<file path="config.mk">
export PLATFORM = sky130hd
export DESIGN_NAME = pwrgood_seq
export DESIGN_NICKNAME = d
export VERILOG_FILES = /design/src/rtl/pgs_pkg.sv /design/src/rtl/pgs_sync.sv /design/src/rtl/pgs_debounce.sv /design/src/rtl/pgs_tick_div.sv /design/src/rtl/pgs_seq_core.sv /design/src/rtl/pwrgood_seq.sv
export SDC_FILE = /design/constraint.sdc
export NUM_CORES = 1
export LEC_CHECK = 0
export ABC_CLOCK_PERIOD_IN_PS = 2600
export CORE_MARGIN = 2
export CORE_UTILIZATION = 55
export CTS_CLUSTER_DIAMETER = 50
export CTS_CLUSTER_SIZE = 30
export DETAILED_ROUTE_END_ITERATION = 12
export GPL_ROUTABILITY_DRIVEN = 1
export HOLD_SLACK_MARGIN = 0.06
export PLACE_DENSITY = 0.75
export SLEW_MARGIN = 10
export SYNTH_ARGS = -nofsm -noshare
export SYNTH_HDL_FRONTEND = slang
export SYNTH_HIERARCHICAL = 1
export SYNTH_SLANG_ARGS = --single-unit
</file>
<file path="constraint.sdc">
create_clock -name clk -period 2.6 [get_ports clk]
set_input_delay 0.39 -clock clk [delete_from_list [all_inputs] [get_ports clk]]
set_output_delay 0.39 -clock clk [all_outputs]
set_load 0.05 [all_outputs]
</file>
<file path="src/rtl/pgs_pkg.sv">
package pgs_pkg;
  typedef enum logic [1:0] {
    ST_OFF  = 2'd0,
    ST_QUAL = 2'd1,
    ST_ON   = 2'd2
  } pgs_state_e;
endpackage

</file>
<file path="src/rtl/pgs_sync.sv">
module pgs_sync #(
  parameter int STAGES = 2
) (
  input  logic clk,
  input  logic rst,
  input  logic d_i,
  output logic q_o
);
  logic [STAGES-1:0] chain_q;

  generate
    if (STAGES == 1) begin : g_one
      always_ff @(posedge clk) begin
        if (rst) chain_q <= '0;
        else     chain_q <= d_i;
      end
    end else begin : g_many
      always_ff @(posedge clk) begin
        if (rst) chain_q <= '0;
        else     chain_q <= {chain_q[STAGES-2:0], d_i};
      end
    end
  endgenerate

  assign q_o = chain_q[STAGES-1];
endmodule

</file>
<file path="src/rtl/pgs_debounce.sv">
module pgs_debounce #(
  parameter int HOLD_CYC = 4
) (
  input  logic clk,
  input  logic rst,
  input  logic din_i,
  output logic press_o
);
  localparam int CW = $clog2(HOLD_CYC + 1);
  localparam logic [CW-1:0] LAST = CW'(HOLD_CYC - 1);

  logic          filt_q;
  logic [CW-1:0] run_q;
  logic          press_q;

  always_ff @(posedge clk) begin
    if (rst) begin
      filt_q  <= 1'b0;
      run_q   <= '0;
      press_q <= 1'b0;
    end else begin
      press_q <= 1'b0;
      if (din_i == filt_q) begin
        run_q <= '0;
      end else if (run_q == LAST) begin
        filt_q  <= din_i;
        run_q   <= '0;
        press_q <= din_i;
      end else begin
        run_q <= run_q + 1'b1;
      end
    end
  end

  assign press_o = press_q;

  // a press event is a single-cycle pulse
  a_r7_press_single: assert property (@(posedge clk) disable iff (rst)
    press_q |=> !press_q);
  // the filtered level only moves after a full hold window
  a_r5_hold_window: assert property (@(posedge clk) disable iff (rst)
    !$stable(filt_q) |-> ($past(run_q) == LAST));
endmodule

</file>
<file path="src/rtl/pgs_tick_div.sv">
module pgs_tick_div #(
  parameter int DIV = 4
) (
  input  logic clk,
  input  logic rst,
  input  logic clr_i,
  output logic tick_o
);
  localparam int DW = (DIV > 1) ? $clog2(DIV) : 1;
  localparam logic [DW-1:0] TOP = DW'(DIV - 1);

  logic [DW-1:0] cnt_q;

  always_ff @(posedge clk) begin
    if (rst || clr_i)      cnt_q <= '0;
    else if (cnt_q == TOP) cnt_q <= '0;
    else                   cnt_q <= cnt_q + 1'b1;
  end

  assign tick_o = (cnt_q == TOP);
endmodule

</file>
<file path="src/rtl/pgs_seq_core.sv">
module pgs_seq_core
  import pgs_pkg::*;
#(
  parameter int QUAL_TICKS = 5,
  parameter int BUS_PULSE  = 3
) (
  input  logic clk,
  input  logic rst,
  input  logic sup_ok_i,
  input  logic press_i,
  input  logic tick_i,
  output logic div_clr_o,
  output logic pg_o,
  output logic bus_n_o
);
  localparam int QW = (QUAL_TICKS > 1) ? $clog2(QUAL_TICKS) : 1;
  localparam int BW = $clog2(BUS_PULSE + 1);
  localparam logic [QW-1:0] QLAST = QW'(QUAL_TICKS - 1);

  pgs_state_e    state_q, state_d;
  logic          restart;
  logic [QW-1:0] qcnt_q;
  logic [BW-1:0] bcnt_q;
  logic          pg_q, busn_q;

  always_comb begin
    state_d = state_q;
    restart = 1'b0;
    unique case (state_q)
      ST_OFF:  if (sup_ok_i) state_d = ST_QUAL;
      ST_QUAL: begin
        if (!sup_ok_i)                      state_d = ST_OFF;
        else if (press_i)                   restart = 1'b1;
        else if (tick_i && qcnt_q == QLAST) state_d = ST_ON;
      end
      ST_ON: begin
        if (!sup_ok_i)    state_d = ST_OFF;
        else if (press_i) state_d = ST_QUAL;
      end
      default: state_d = ST_OFF;
    endcase
  end

  assign div_clr_o = (state_q != ST_QUAL) || restart;

  always_ff @(posedge clk) begin
    if (rst) begin
      state_q <= ST_OFF;
      qcnt_q  <= '0;
      pg_q    <= 1'b0;
    end else begin
      state_q <= state_d;
      pg_q    <= (state_d == ST_ON);
      if (state_q != ST_QUAL || state_d != ST_QUAL || restart) qcnt_q <= '0;
      else if (tick_i)                                          qcnt_q <= qcnt_q + 1'b1;
    end
  end

  always_ff @(posedge clk) begin
    if (rst) begin
      bcnt_q <= '0;
      busn_q <= 1'b1;
    end else if (state_d == ST_ON && state_q != ST_ON) begin
      bcnt_q <= BW'(BUS_PULSE);
      busn_q <= 1'b0;
    end else if (bcnt_q > BW'(1)) begin
      bcnt_q <= bcnt_q - 1'b1;
    end else if (bcnt_q == BW'(1)) begin
      bcnt_q <= '0;
      busn_q <= 1'b1;
    end
  end

  assign pg_o    = pg_q;
  assign bus_n_o = busn_q;

  // supply loss removes power-good at the next edge
  a_r4_supply_loss: assert property (@(posedge clk) disable iff (rst)
    !sup_ok_i |=> !pg_q);
  // a press while powered drops power-good
  a_r6_press_drops: assert property (@(posedge clk) disable iff (rst)
    (press_i && pg_q) |=> !pg_q);
  // power-good only rises at the end of a full qualification
  a_r2_rise_after_qual: assert property (@(posedge clk) disable iff (rst)
    $rose(pg_q) |-> ($past(state_q) == ST_QUAL && $past(qcnt_q) == QLAST));
  // bus reset pulse starts with the power-good rise
  a_r3_pulse_on_rise: assert property (@(posedge clk) disable iff (rst)
    $rose(pg_q) |-> !busn_q);
  // with supply off, a press leaves the sequencer off
  a_r8_off_ignores: assert property (@(posedge clk) disable iff (rst)
    (state_q == ST_OFF && !sup_ok_i) |=> (state_q == ST_OFF));
endmodule

</file>
<file path="src/rtl/pwrgood_seq.sv">
module pwrgood_seq #(
  parameter int SYNC_STAGES   = 2,
  parameter int TICK_DIV      = 250_000,
  parameter int QUAL_TICKS    = 500,
  parameter int DEBOUNCE_CYC  = 2_500_000,
  parameter int BUS_PULSE_CYC = 250
) (
  input  logic clk,
  input  logic rst,
  input  logic supply_ok_i,
  input  logic fp_reset_i,
  output logic cpu_pwr_good_o,
  output logic bus_reset_n_o
);
  logic sup_s, btn_s, press, tick, div_clr;

  pgs_sync #(.STAGES(SYNC_STAGES)) u_sync_sup (
    .clk(clk), .rst(rst), .d_i(supply_ok_i), .q_o(sup_s));

  pgs_sync #(.STAGES(SYNC_STAGES)) u_sync_btn (
    .clk(clk), .rst(rst), .d_i(fp_reset_i), .q_o(btn_s));

  pgs_debounce #(.HOLD_CYC(DEBOUNCE_CYC)) u_deb (
    .clk(clk), .rst(rst), .din_i(btn_s), .press_o(press));

  pgs_tick_div #(.DIV(TICK_DIV)) u_div (
    .clk(clk), .rst(rst), .clr_i(div_clr), .tick_o(tick));

  pgs_seq_core #(.QUAL_TICKS(QUAL_TICKS), .BUS_PULSE(BUS_PULSE_CYC)) u_core (
    .clk(clk), .rst(rst), .sup_ok_i(sup_s), .press_i(press), .tick_i(tick),
    .div_clr_o(div_clr), .pg_o(cpu_pwr_good_o), .bus_n_o(bus_reset_n_o));

  // outputs held in their safe state during reset
  a_r1_reset_safe: assert property (@(posedge clk)
    rst |=> (!cpu_pwr_good_o && bus_reset_n_o));
  // bus reset is only driven low while power-good is high
  a_r3_pulse_inside_pg: assert property (@(posedge clk) disable iff (rst)
    $fell(bus_reset_n_o) |-> cpu_pwr_good_o);
endmodule

</file>
==> metrics.md <==
| Metric | Value |
|---|---|
| Clk root buf | `clkbuf_8` |
| Via density | `between 5 and 6` |
| Residual DRC | `0` |
| Starting Density | `56.7%` |
| Slew Viols, Final | `0` |
| Initial DRT Pass Iterations | `4` |
| Yosys reg bits | `67` |
| Grt ovf | `0` |
| Type of the most critical hold path | `flip-flop to flip-flop` |
| Max cap viols | `0` |
| IO Pins | `6` |
| Cell count after synthesis | `341` |
| Post-synth EDFFs | `0` |
| GPL Wtd Cong | `roughly 0.76` |
| Lkg Pwr | `~1.1 nW` |
| Sequential power share | `around 47%` |
| Post-layout minimum cycle time | `roughly 2400 ps` |
| GRT Total Usage | `between 20% and 30%` |
| Vias | `~2400` |
| Crit path capture type | `flip-flop` |
| Hold Violations, Final | `0` |
| Clock transition at path regs | `about 70 ps` |
| Area Growth Syn to Fin | `10.9%` |
| Gate power share | `~17%` |
| Port bufs | `5` |
| Die H | `slightly below 80 um` |
| Fill count | `between 400 and 500` |
| Skew final | `between 5 and 6 ps` |
| First-pass GRT wire length | `between 10000 and 15000 um` |
| Asr flop ratio synth | `0%` |
| Synthesized area | `3120 sq um` |
| Initial antenna violation count | `0` |
| Finished Layout Cells | `430` |
| Largest net degree at the start of global routing | `19` |
| Clk_lat worst skew | `between 300 and 400 ps` |
| Seq/Total Area, Yosys | `42.9%` |
| Pwr/cell area | `slightly below 700 nW/um^2` |
| Share of cells above drive strength 1 | `between 10% and 20%` |
| WL final | `between 5000 and 6000 um` |
| Layout Utilization | `62.9%` |
| Die Area | `6300 sq um` |
| CTS Buf Count | `9` |
| Pint | `~0.0018 W` |
| CP Data Required Time | `2850 ps` |
| Synth Area in Compound Gates | `7.13%` |
| Avg WL per Cell | `around 13 um` |
| Sw Pwr | `between 0.0006 and 0.0007 W` |
| Part of the cycle the worst path needs | `between 90% and 100%` |
| Synth Area in XOR/XNOR | `between 10% and 20%` |
| RSZ-0062 raised after global routing | `false` |
| Kind of critical path | `flip-flop to flip-flop` |
| Synth warn | `6` |
| Standard-cell row count | `27` |
| Syn_nets | `350` |
| Hpwl dp | `about 3700 um` |
| Synth area leader | `dfxtp_1` |
| Clock H-tree levels | `3` |
| Register area | `roughly 1300 sq um` |
| Top cells by area, synth | `dfxtp_1 (43%), xnor2_1 (9.5%), nor2_1 (7.5%)` |
| Startpoint types | `flip-flop` |
| CTS tree | `yes` |
| Main combinational cell family by area after synthesis | `simple AND/OR/NAND/NOR gates` |
| Setup violators final | `0` |
| Cell area after placement | `about 3200 sq um` |
| Final instance area | `between 3000 and 4000 sq um` |
| Post-Synth Adder-Cell Area | `under 10%` |
| Setup TNS | `0 ps` |
| FF-to-FF setup slack | `between 200 and 250 ps` |
| Yosys cell types | `59` |
| Dominant synthesized flop cell | `dfxtp_1` |
| Fmax | `between 400 and 500 MHz` |
| Synth Area in Simple Gates | `between 30% and 40%` |
| Max VDD drop | `0.449 mV` |
| Commonest cells in the netlist | `dfxtp_1 (67), nor2_1 (62), xnor2_1 (34), nand2_1 (16), nand3_1 (15)` |
| Status | `finished, final reports clean` |
| Diodes inserted | `0` |
| Mux contribution to synthesized area | `1.92%` |
| Sw Ratio | `27.1%` |
| Mean post-synth cell area | `9.16 sq um` |
| Crit-path max FO | `11` |
| Clock Tree Buf Depth | `2` |
| Initial drt markers | `73` |
| Worst Path Arrival | `between 2000 and 3000 ps` |
| Synth top area share | `between 40% and 50%` |
| Post-route ant nets | `0` |
| Slew Limit Headroom | `~50%` |
| Most common cell in the synthesized netlist | `dfxtp_1` |
| Placed cell count | `414` |
| # clock sinks | `67` |
| Footprint of the multi-input gates | `roughly 1700 sq um` |
| Die X | `79.4 um` |
| Number of global-route vias before repair | `roughly 2300` |
| Nets | `363` |
| Clock share of power | `~36%` |
| Core area | `approximately 5500 sq um` |
| Slew @ Worst Pin | `around 750 ps` |
-- layout make-up --
type                       instances  share of cell area [%]
multi-input combinational        257                    49.4
sequential                        67                    38.7
clock buffer                      13                    4.59
timing repair buffer              11                    2.75
tap                               72                    2.60
clock inverter                     2                    1.01
inverter                           8                   0.867
-- power by group through the flow --
stage	logic [W]	clock network, W	registers (W)
2_1_floorplan	0.000342	0	0.00114
3_3_place_gp	0.000387	0	0.00116
3_5_place_dp	0.000395	0	0.00116
4_1_cts	0.000400	0.000887	0.00114
5_1_grt	0.000452	0.000936	0.00115
6_report	0.000402	0.000863	0.00114
-- layout by cell type, fill, tap and decap left out, types with 4 or more instances in the layout --
| cell type | count |
|---|---|
| dfxtp_1 | 67 |
| ha_1 | 5 |
| nor4_1 | 13 |
| nand4_1 | 14 |
| inv_1 | 8 |
| a21oi_1 | 8 |
| xnor2_1 | 34 |
| buf_4 | 6 |
| nand2_1 | 16 |
| nand3_1 | 15 |
| nor2b_1 | 4 |
| o22ai_1 | 4 |
| xor2_1 | 6 |
| nor2_1 | 62 |
| mux2i_1 | 6 |
| nor3_1 | 13 |
| clkbuf_8 | 11 |
| clkdlybuf4s50_1 | 5 |
-- flip-flops by register name, summed over array words and instances, names as in the netlist --
register	cells
u_deb/filt_q	1
u_sync_sup/chain_q	2
u_core/qcnt_q	9
u_sync_btn/chain_q	2
u_div/cnt_q	18
u_deb/press_o	1
u_core/bcnt_q	8
u_core/pg_o	1
u_core/state_q	2
u_core/bus_n_o	1
u_deb/run_q	22
-- routing by layer --
| metal | part of all wire [%] | GRT usage [%] | routed length (um) | vias up |
|---|---|---|---|---|
| met2 | 49 | 34.7 | 2800 | 25 |
| met3 | 3.2 | 8.64 | 184 | 6 |
| met4 | 1.0 | 6.90 | 59 | 0 |
| met5 | 0 | 0 | 0 | - |
| li1 | - | - | - | 1243 |
| met1 | 47 | 22.5 | 2700 | 1157 |
-- metrics by stage --
step | setup WS (ps) | hold WS [ps] | power [W]
floorplan | 3.86 | 414 | 0.00148
global placement | 85.4 | 417 | 0.00155
detailed placement | 17.5 | 440 | 0.00156
CTS | 17.6 | 460 | 0.00243
global route | 9.83 | 481 | 0.00254
finish | 224 | 451 | 0.00240
-- critical path: stages, from the launching register on --
cell and delay (ps):
dfxtp_1 370, ha_1 240, nand4_2 130, or4b_4 520, nor3_2 210, nand2_1 150, nor3_4 210, nand3_4 180
a221oi_2 280
-- final timing paths --
path,start,endpoint,cells past startpoint
max,u_div/cnt_q[0],u_core/state_q[1],8
min,u_sync_btn/chain_q[0],u_sync_btn/chain_q[1],1
max reg2reg,u_div/cnt_q[0],u_core/state_q[1],8
min reg2reg,u_sync_btn/chain_q[0],u_sync_btn/chain_q[1],1
-- kinds of logic after synthesis --
kind of cell | after synthesis
buf+inv | 17
simple gates | 175
xor+xnor | 40
mux | 6
compound gates | 31
fa+ha+maj | 5
flops | 67
-- repair_timing --
| action | in CTS | in global routing |
|---|---|---|
| setup buffers | 0 | 1 |
| resized for setup | 0 | 4 |
| hold buffers | 0 | 0 |
| setup endpoints to repair | 0 | 20 |
Note: power is estimated with default switching activity, not from simulation.
